### config.mk
export PLATFORM = sky130hd
export DESIGN_NAME = bscan_chain
export DESIGN_NICKNAME = d
export VERILOG_FILES = /design/src/rtl/bscan_pkg.sv /design/src/rtl/bscan_cell.sv /design/src/rtl/bscan_tdo_reg.sv /design/src/rtl/bscan_chain.sv
export SDC_FILE = /design/constraint.sdc
export NUM_CORES = 1
export LEC_CHECK = 0
export BUFFER_PORTS_ARGS = -buffer_cell sky130_fd_sc_hd__buf_2
export CORE_MARGIN = 4
export CORE_UTILIZATION = 52
export DETAILED_ROUTE_END_ITERATION = 10
export MAX_ROUTING_LAYER = met4
export PLACE_DENSITY = 0.75
export SLEW_MARGIN = 5
export SYNTH_ARGS = -nofsm -noshare
export SYNTH_HDL_FRONTEND = slang
export SYNTH_HIERARCHICAL = 1
export SYNTH_SLANG_ARGS = --single-unit
export TNS_END_PERCENT = 50
### constraint.sdc
create_clock -name tck_i -period 0.9 [get_ports tck_i]
set_input_delay 0.045 -clock tck_i [delete_from_list [all_inputs] [get_ports tck_i]]
set_output_delay 0.045 -clock tck_i [all_outputs]
set_load 0.05 [all_outputs]
### src/rtl/bscan_pkg.sv
package bscan_pkg;

  typedef enum logic {
    CELL_IN  = 1'b0,
    CELL_OUT = 1'b1
  } cell_kind_e;

  // input cells sit nearest tdi, output cells nearest tdo
  function automatic cell_kind_e kind_of(input int pos, input int n_in);
    return (pos < n_in) ? CELL_IN : CELL_OUT;
  endfunction

endpackage

### src/rtl/bscan_cell.sv
module bscan_cell (
  input  logic tck_i,
  input  logic rst_ni,
  input  logic capture_i,
  input  logic shift_i,
  input  logic update_i,
  input  logic test_mode_i,
  input  logic si_i,
  input  logic pi_i,
  output logic so_o,
  output logic po_o
);

  logic stage_q;
  logic upd_q;

  always_ff @(posedge tck_i or negedge rst_ni) begin
    if (!rst_ni)        stage_q <= 1'b0;
    else if (capture_i) stage_q <= pi_i;
    else if (shift_i)   stage_q <= si_i;
  end

  // second stage keeps parallel output steady while shifting
  always_ff @(negedge tck_i or negedge rst_ni) begin
    if (!rst_ni)       upd_q <= 1'b0;
    else if (update_i) upd_q <= stage_q;
  end

  assign so_o = stage_q;
  assign po_o = test_mode_i ? upd_q : pi_i;

  p_capture_r3: assert property (@(posedge tck_i) disable iff (!rst_ni)
    capture_i |=> stage_q == $past(pi_i));

  p_shift_r4: assert property (@(posedge tck_i) disable iff (!rst_ni)
    (shift_i && !capture_i) |=> stage_q == $past(si_i));

  p_hold_r8: assert property (@(posedge tck_i) disable iff (!rst_ni)
    (!shift_i && !capture_i) |=> $stable(stage_q));

  p_upd_load_r6: assert property (@(negedge tck_i) disable iff (!rst_ni)
    update_i |=> upd_q == $past(stage_q));

  p_upd_hold_r7: assert property (@(negedge tck_i) disable iff (!rst_ni)
    !update_i |=> $stable(upd_q));

endmodule

### src/rtl/bscan_tdo_reg.sv
module bscan_tdo_reg (
  input  logic tck_i,
  input  logic rst_ni,
  input  logic d_i,
  output logic q_o
);

  always_ff @(negedge tck_i or negedge rst_ni) begin
    if (!rst_ni) q_o <= 1'b0;
    else         q_o <= d_i;
  end

  p_tdo_r5: assert property (@(negedge tck_i) disable iff (!rst_ni)
    rst_ni |=> q_o == $past(d_i));

endmodule

### src/rtl/bscan_chain.sv
module bscan_chain #(
  parameter int N_IN  = 8,
  parameter int N_OUT = 8
) (
  input  logic             tck_i,
  input  logic             rst_ni,
  input  logic             tdi_i,
  input  logic             capture_i,
  input  logic             shift_i,
  input  logic             update_i,
  input  logic             test_mode_i,
  input  logic [N_IN-1:0]  pin_in_i,
  output logic [N_IN-1:0]  core_in_o,
  input  logic [N_OUT-1:0] core_out_i,
  output logic [N_OUT-1:0] pin_out_o,
  output logic             tdo_o
);

  import bscan_pkg::*;

  localparam int LEN = N_IN + N_OUT;

  logic [LEN-1:0] so_w;
  logic [LEN-1:0] si_w;
  logic [LEN-1:0] pi_w;
  logic [LEN-1:0] po_w;

  assign si_w = {so_w[LEN-2:0], tdi_i};

  for (genvar p = 0; p < LEN; p++) begin : g_cell
    if (kind_of(p, N_IN) == CELL_IN) begin : g_in
      assign pi_w[p]      = pin_in_i[p];
      assign core_in_o[p] = po_w[p];
    end else begin : g_out
      assign pi_w[p]           = core_out_i[p-N_IN];
      assign pin_out_o[p-N_IN] = po_w[p];
    end

    bscan_cell u_cell (
      .tck_i       (tck_i),
      .rst_ni      (rst_ni),
      .capture_i   (capture_i),
      .shift_i     (shift_i),
      .update_i    (update_i),
      .test_mode_i (test_mode_i),
      .si_i        (si_w[p]),
      .pi_i        (pi_w[p]),
      .so_o        (so_w[p]),
      .po_o        (po_w[p])
    );
  end

  bscan_tdo_reg u_tdo (
    .tck_i  (tck_i),
    .rst_ni (rst_ni),
    .d_i    (so_w[LEN-1]),
    .q_o    (tdo_o)
  );

  p_tdo_idle_r8: assert property (@(negedge tck_i) disable iff (!rst_ni)
    (!$past(shift_i) && !$past(capture_i) && !shift_i && !capture_i) |=> $stable(tdo_o));

endmodule

-- Yosys cells after proc, flatten, opt, wreduce, memory -nomap -nowiden
Index checks and enable logic that the tools add are counted.
Widths: inputs -> output; s select.
- mux-type cells: 48
- reduce and logical (&&, ||, !) cells: 1
- operators by type and width (cell ; number):
    $mux 1 ; 48
    $reduce_bool 2->1 ; 1
- output and inout port bits: 17
- word-level logic and storage cells: 82
- bits of input ports: 23
- register bits: 33

-- Longest topological paths before layout
Gate-level depths: netlist (run 1).
- depth in word-level cells: 2
- gate-level depth with buffers: 2
- depth with buffers taken out: 2

-- Modules after synthesis
Netlist (run 1), hierarchy kept.
- by module, submodules not included (module ; cells an instance ; seq. area each (um^2) ; times used ; area an instance (um^2)):
    bscan_cell ; 7 ; 50.0 ; 16 ; 95.1
    bscan_tdo_reg ; 1 ; 25.0 ; 1 ; 25.0

==> results of run 1 <==
## what timing repair did
action / 4_1_cts / 5_1_grt
gates resized for setup: 35 / 4
buffers inserted: 5 / 10
pin swaps: 0 / 1
hold buffers: 18 / 0
setup endpoints to repair: 35 / 44
endpoints found under the hold margin: 36 / 0
## cell type report
| class | count | area (sq um) | area share [%] |
|---|---|---|---|
| Clock buffer | 7 | 55.1 | 2.11 |
| Clock inverter | 1 | 30.0 | 1.15 |
| Multi-Input combinational cell | 80 | 788 | 30.2 |
| Sequential cell | 33 | 826 | 31.7 |
| Tap cell | 31 | 38.8 | 1.49 |
| Timing Repair Buffer | 97 | 868 | 33.3 |
## placed cells by master (no fill, tap or decap)
cell	instances
clkbuf_4	5
bufinv_16	1
dfrtn_1	17
buf_6	20
mux2i_1	14
dlygate4sd3_1	18
mux2_4	32
buf_2	22
o21ai_1	16
clkbuf_1	1
nand2_1	16
mux2i_2	2
clkbuf_8	1
dfrtp_1	16
buf_4	31
buf_12	6
## path summary, 6_finish.rpt
path / startpoint / to / slack [ns] / cells past startpoint
worst min-delay path: capture_i / g_cell[14].u_cell/so_o / 0.12 / 3
max in group asynchronous: rst_ni / g_cell[5].u_cell/upd_q / 0.15 / 3
min in group asynchronous: rst_ni / g_cell[12].u_cell/so_o / 0.19 / 3
worst max register to register: g_cell[2].u_cell/so_o / g_cell[2].u_cell/upd_q / -0.40 / 1
worst max-delay path: g_cell[4].u_cell/upd_q / core_in_o[4] / -0.74 / 2
worst min register to register: g_cell[6].u_cell/upd_q / g_cell[6].u_cell/upd_q / 0.46 / 1
## routing by layer
layer,GRT usage (%),routed length (um),vias up,part of all wire (%)
met5,-,0,-,0
met4,9.09,72,0,1.5
met3,5.58,356,9,7.6
met2,37.3,2430,77,52
met1,28.0,1860,668,39
li1,-,-,618,-
## cells by family after synthesis
| logic type | after synthesis | synth area share, % |
|---|---|---|
| muxes | 48 | 37.5 |
| DFF | 33 | 53.4 |
| and+or+nand+nor | 16 | 3.88 |
| AOI/OAI and AO/OA | 16 | 5.18 |
## state kept, by name (all words and copies together), names as in the netlist
register / flops
g_cell.u_cell/so_o: 16
u_tdo/q_o: 1
g_cell.u_cell/upd_q: 16
## where the power goes
group,total [mW],internal (mW),leakage [nW],switching [mW]
registers,1.80,1.68,0.402,0.122
logic,1.70,0.906,0.902,0.790
clock network,1.19,0.664,0.0455,0.527
==> metrics.txt, run 1 <==
Net Count, Synth 136; DR iter-0 viols 61; MaxCap Viol Count 0; library cells used by synthesis 7; RSZ-0062 raised after global routing true; Inst Count DP 208; worst IR drop on VDD 0.00219 V; Worst path slowest cell dfrtn_1; I/O pin total 40; NumNets Final 240; total core area between 2000 and 3000 sq um; WS Path Type reg -> out; clock slew at reported path FFs around 0.11 ns; WP buf/inv 1; first-pass GRT wire length 6850 um; TritonRoute pass-1 iters 4; Post-Syn Instances about 110; hpwl dp 2350 um; largest net degree at the start of global routing 34; Die Height 62.5 um; vias in the first global route ~1400; CTS root buf clkbuf_4; headroom to the max-slew limit between 80% and 90%; type of origin of the critical path register; critical path required time about 0.85 ns; hold slack 0.115 ns; cell area power density 1800 nW/um^2; Total Routed Length 4720 um; power consumption ~4.7 mW; DR WL/cell 18.9 um; Synth top area share 27.5%; Setup WS post-layout -0.743 ns; row cnt 19; final std cells w/o fill ~250; # DRC 0; Clock Tree Buf Depth 2; Worst Skew between 0.015 and 0.02 ns; Async SR Flop Fraction 100%; CTS tree built; H-tree depth 2; Worst Tran Pin Value around 0.22 ns; Antenna Nets Post-Route 0; share of cells above drive strength 1 55.0%; mean area per synthesized cell 13.7 sq um; outcome finished, violations left; CP cell instances mux2_4 -> buf_6; critical path fanouts, max 2; WP data arrival 1.60 ns; Die ar. 3910 sq um; crit-path leading delay family flip-flops; dpl ws -0.404 ns; initial antenna violation count 0; Final Hold Vio Count 0; placed cell area 2100 sq um; post-route cell area about 2600 sq um; Clock Latency Late Sink 0.33 ns; violated checks setup timing; critical path endpoint category output pin; final count of negative-setup-slack endpoints 46; clk sink count 33; Starting Density 55.1%; Remaining Overflow, GRT 0; Die X-Extent 62.5 um; area grow syn2layout 68.5%; Final Util 92.9%; leakage around 1.3 nW; Synth Register Bits 33; most numerous cell in the Yosys netlist dfrtn_1; gpl congestion 0.770; Max Slew Vio Count 0; HP Class in -> reg; vias per cell roughly 5.5; n_diodes 0; leading area contributor after synthesis dfrtn_1; CTS buffer count 5; input/output buffers 39; crit-path max cell delay between 0.3 and 0.4 ns; overall global routing resource usage 23.1%; vias between 1000 and 1500; synth top area cells dfrtn_1 (28%), dfrtp_1 (26%), mux2_4 (16%); main flop type after synthesis dfrtn_1; post-synthesis sequential area ratio 53.4%; yosys warns 6; synthesized area 1550 sq um; post-route setup TNS -18.55 ns; fillers 105; EDFF count, synth 0
(Power assumes the default switching activity.)
==> run 2: changes to the inputs <==
--- a/config.mk
+++ b/config.mk
@@ -6,11 +6,13 @@
 export NUM_CORES = 1
 export LEC_CHECK = 0
 export BUFFER_PORTS_ARGS = -buffer_cell sky130_fd_sc_hd__buf_2
+export CAP_MARGIN = 30
 export CORE_MARGIN = 4
-export CORE_UTILIZATION = 52
+export CORE_UTILIZATION = 43
+export CTS_BUF_LIST = sky130_fd_sc_hd__clkbuf_16
 export DETAILED_ROUTE_END_ITERATION = 10
 export MAX_ROUTING_LAYER = met4
-export PLACE_DENSITY = 0.75
+export PLACE_DENSITY = 0.63
 export SLEW_MARGIN = 5
 export SYNTH_ARGS = -nofsm -noshare
 export SYNTH_HDL_FRONTEND = slang
==> metrics.txt, run 2 (synthesis gave the netlist of run 1 again) <==
critical path fanouts, max 2; NumNets Final about 230; vias 1232; I/O pin total 40; Worst Skew ~0.025 ns; critical path endpoint category output pin; WP data arrival around 1.5 ns; Die ar. ~4600 sq um; Critical path origin g_cell[4].u_cell/upd_q; outcome finished, violations left; DR iter-0 viols 34; clock slew at reported path FFs 0.05 ns; gpl congestion 0.724; Worst Min Path Start core_out_i[1]; input/output buffers 39; post-route setup TNS -16.47 ns; Multi-input gate area 781 sq um; Die X-Extent 68.0 um; worst IR drop on VDD 0.00143 V; row cnt 21; n_diodes 0; Clock Latency Late Sink 0.30 ns; Setup WS post-layout -0.677 ns; CTS root buf clkbuf_16; initial antenna violation count 0; type of origin of the critical path register; post-route cell area roughly 2600 sq um; critical path required time 0.85 ns; violated checks setup timing; Worst Tran Pin Value approximately 0.15 ns; commonest non-fill, non-tap cell in the layout buf_4; MaxCap Viol Count 0; Inst Count DP 227; total core area 3420 sq um; headroom to the max-slew limit 89.8%; vias in the first global route roughly 1300; H-tree depth 2; Die Height 68.0 um; first-pass GRT wire length around 6300 um; power consumption 5.08 mW; clk sink count 33; final std cells w/o fill 250; Starting Density 45.3%; vias per cell roughly 5; Final Hold Vio Count 0; most frequent cells in the layout buf_4 (35), mux2_4 (32), buf_2 (22); FF+latch area approximately 830 sq um; final count of negative-setup-slack endpoints 36; Max Slew Vio Count 0; CTS tree built; # DRC 0; DR WL/cell 15.3 um; RSZ-0062 raised after global routing true; TritonRoute pass-1 iters 4; worst flop-to-flop path startpoint g_cell[12].u_cell/so_o; area grow syn2layout 65.9%; WS Path Type reg -> out; hpwl dp about 2600 um; largest net degree at the start of global routing 34; HP Class in -> reg; leakage 1.33 nW; Remaining Overflow, GRT 0; Clock Tree Buf Depth 2; share of cells above drive strength 1 59.3%; placed cell area 2160 sq um; Total Routed Length 3840 um; Antenna Nets Post-Route 0; overall global routing resource usage 19.3%; cell area power density between 1500 and 2000 nW/um^2; fillers 244; CTS buffer count 5
[run 2: cell types whose count changed in the layout (fill, tap and decap cells not counted), sizes merged]
cell	change
buf	+2
bufinv	-1
clkinv	+2
clkinvlp	+1
dlygate4sd3	-16
clkbuf	-2
[run 2: metal layers]
layer / up-vias / share of wire, % / track usage (%)
met5: - / 0 / -
met4: 0 / 2.0 / 7.94
met3: 9 / 5.9 / 5.75
met2: 37 / 50 / 33.0
met1: 596 / 42 / 20.8
li1: 590 / - / -
[run 2: report_power, final]
| part | internal, mW | leakage (nW) | total, mW | switching, mW |
|---|---|---|---|---|
| registers | 1.68 | 0.402 | 1.79 | 0.109 |
| logic | 0.909 | 0.861 | 1.66 | 0.748 |
| clock network | 1.01 | 0.0696 | 1.63 | 0.621 |
| total | 3.61 | 1.33 | 5.08 | 1.48 |
[run 2: final timing paths]
| kind | endpoint | slack (ns) | cells past startpoint |
|---|---|---|---|
| worst max-delay path | core_in_o[4] | -0.68 | 2 |
| worst min-delay path | g_cell[9].u_cell/so_o | 0.005 | 3 |
| worst max register to register | g_cell[12].u_cell/upd_q | -0.34 | 1 |
| worst min register to register | g_cell[5].u_cell/upd_q | 0.47 | 1 |
| max in group asynchronous | g_cell[9].u_cell/upd_q | 0.13 | 3 |
| min in group asynchronous | g_cell[12].u_cell/so_o | 0.25 | 3 |
[run 2: cell type report]
cell class | count | area share [%]
multi-input combinational | 80 | 30.4
timing repair buffer | 83 | 29.6
clock buffer | 5 | 4.88
clock inverter | 3 | 0.683
tap | 46 | 2.24
sequential | 33 | 32.2
[run 2: metrics by stage]
stage          setup slack, ns  hold slack (ns)  util [%]
2_1_floorplan           -0.322           -0.251         -
3_3_place_gp            -0.390           0.0157      63.4
3_5_place_dp            -0.409           0.0155      63.4
4_1_cts                 -0.682         0.000623      73.6
5_1_grt                 -0.701           0.0135      75.1
6_report                -0.677          0.00492      75.1
[run 2: worst max-delay path: stages (launching register included)]
cell	delay, ns
dfrtn_1	0.36
mux2_4	0.27
buf_6	0.15
[run 2: repair_timing]
| action | CTS | global route |
|---|---|---|
| gates cloned | 0 | 0 |
| endpoints found under the setup margin | 34 | 39 |
| pin swaps | 0 | 0 |
| buffers inserted | 7 | 6 |
| hold endpoints to repair | 17 | 0 |
| hold buffers | 2 | 0 |
| resized for setup | 41 | 2 |
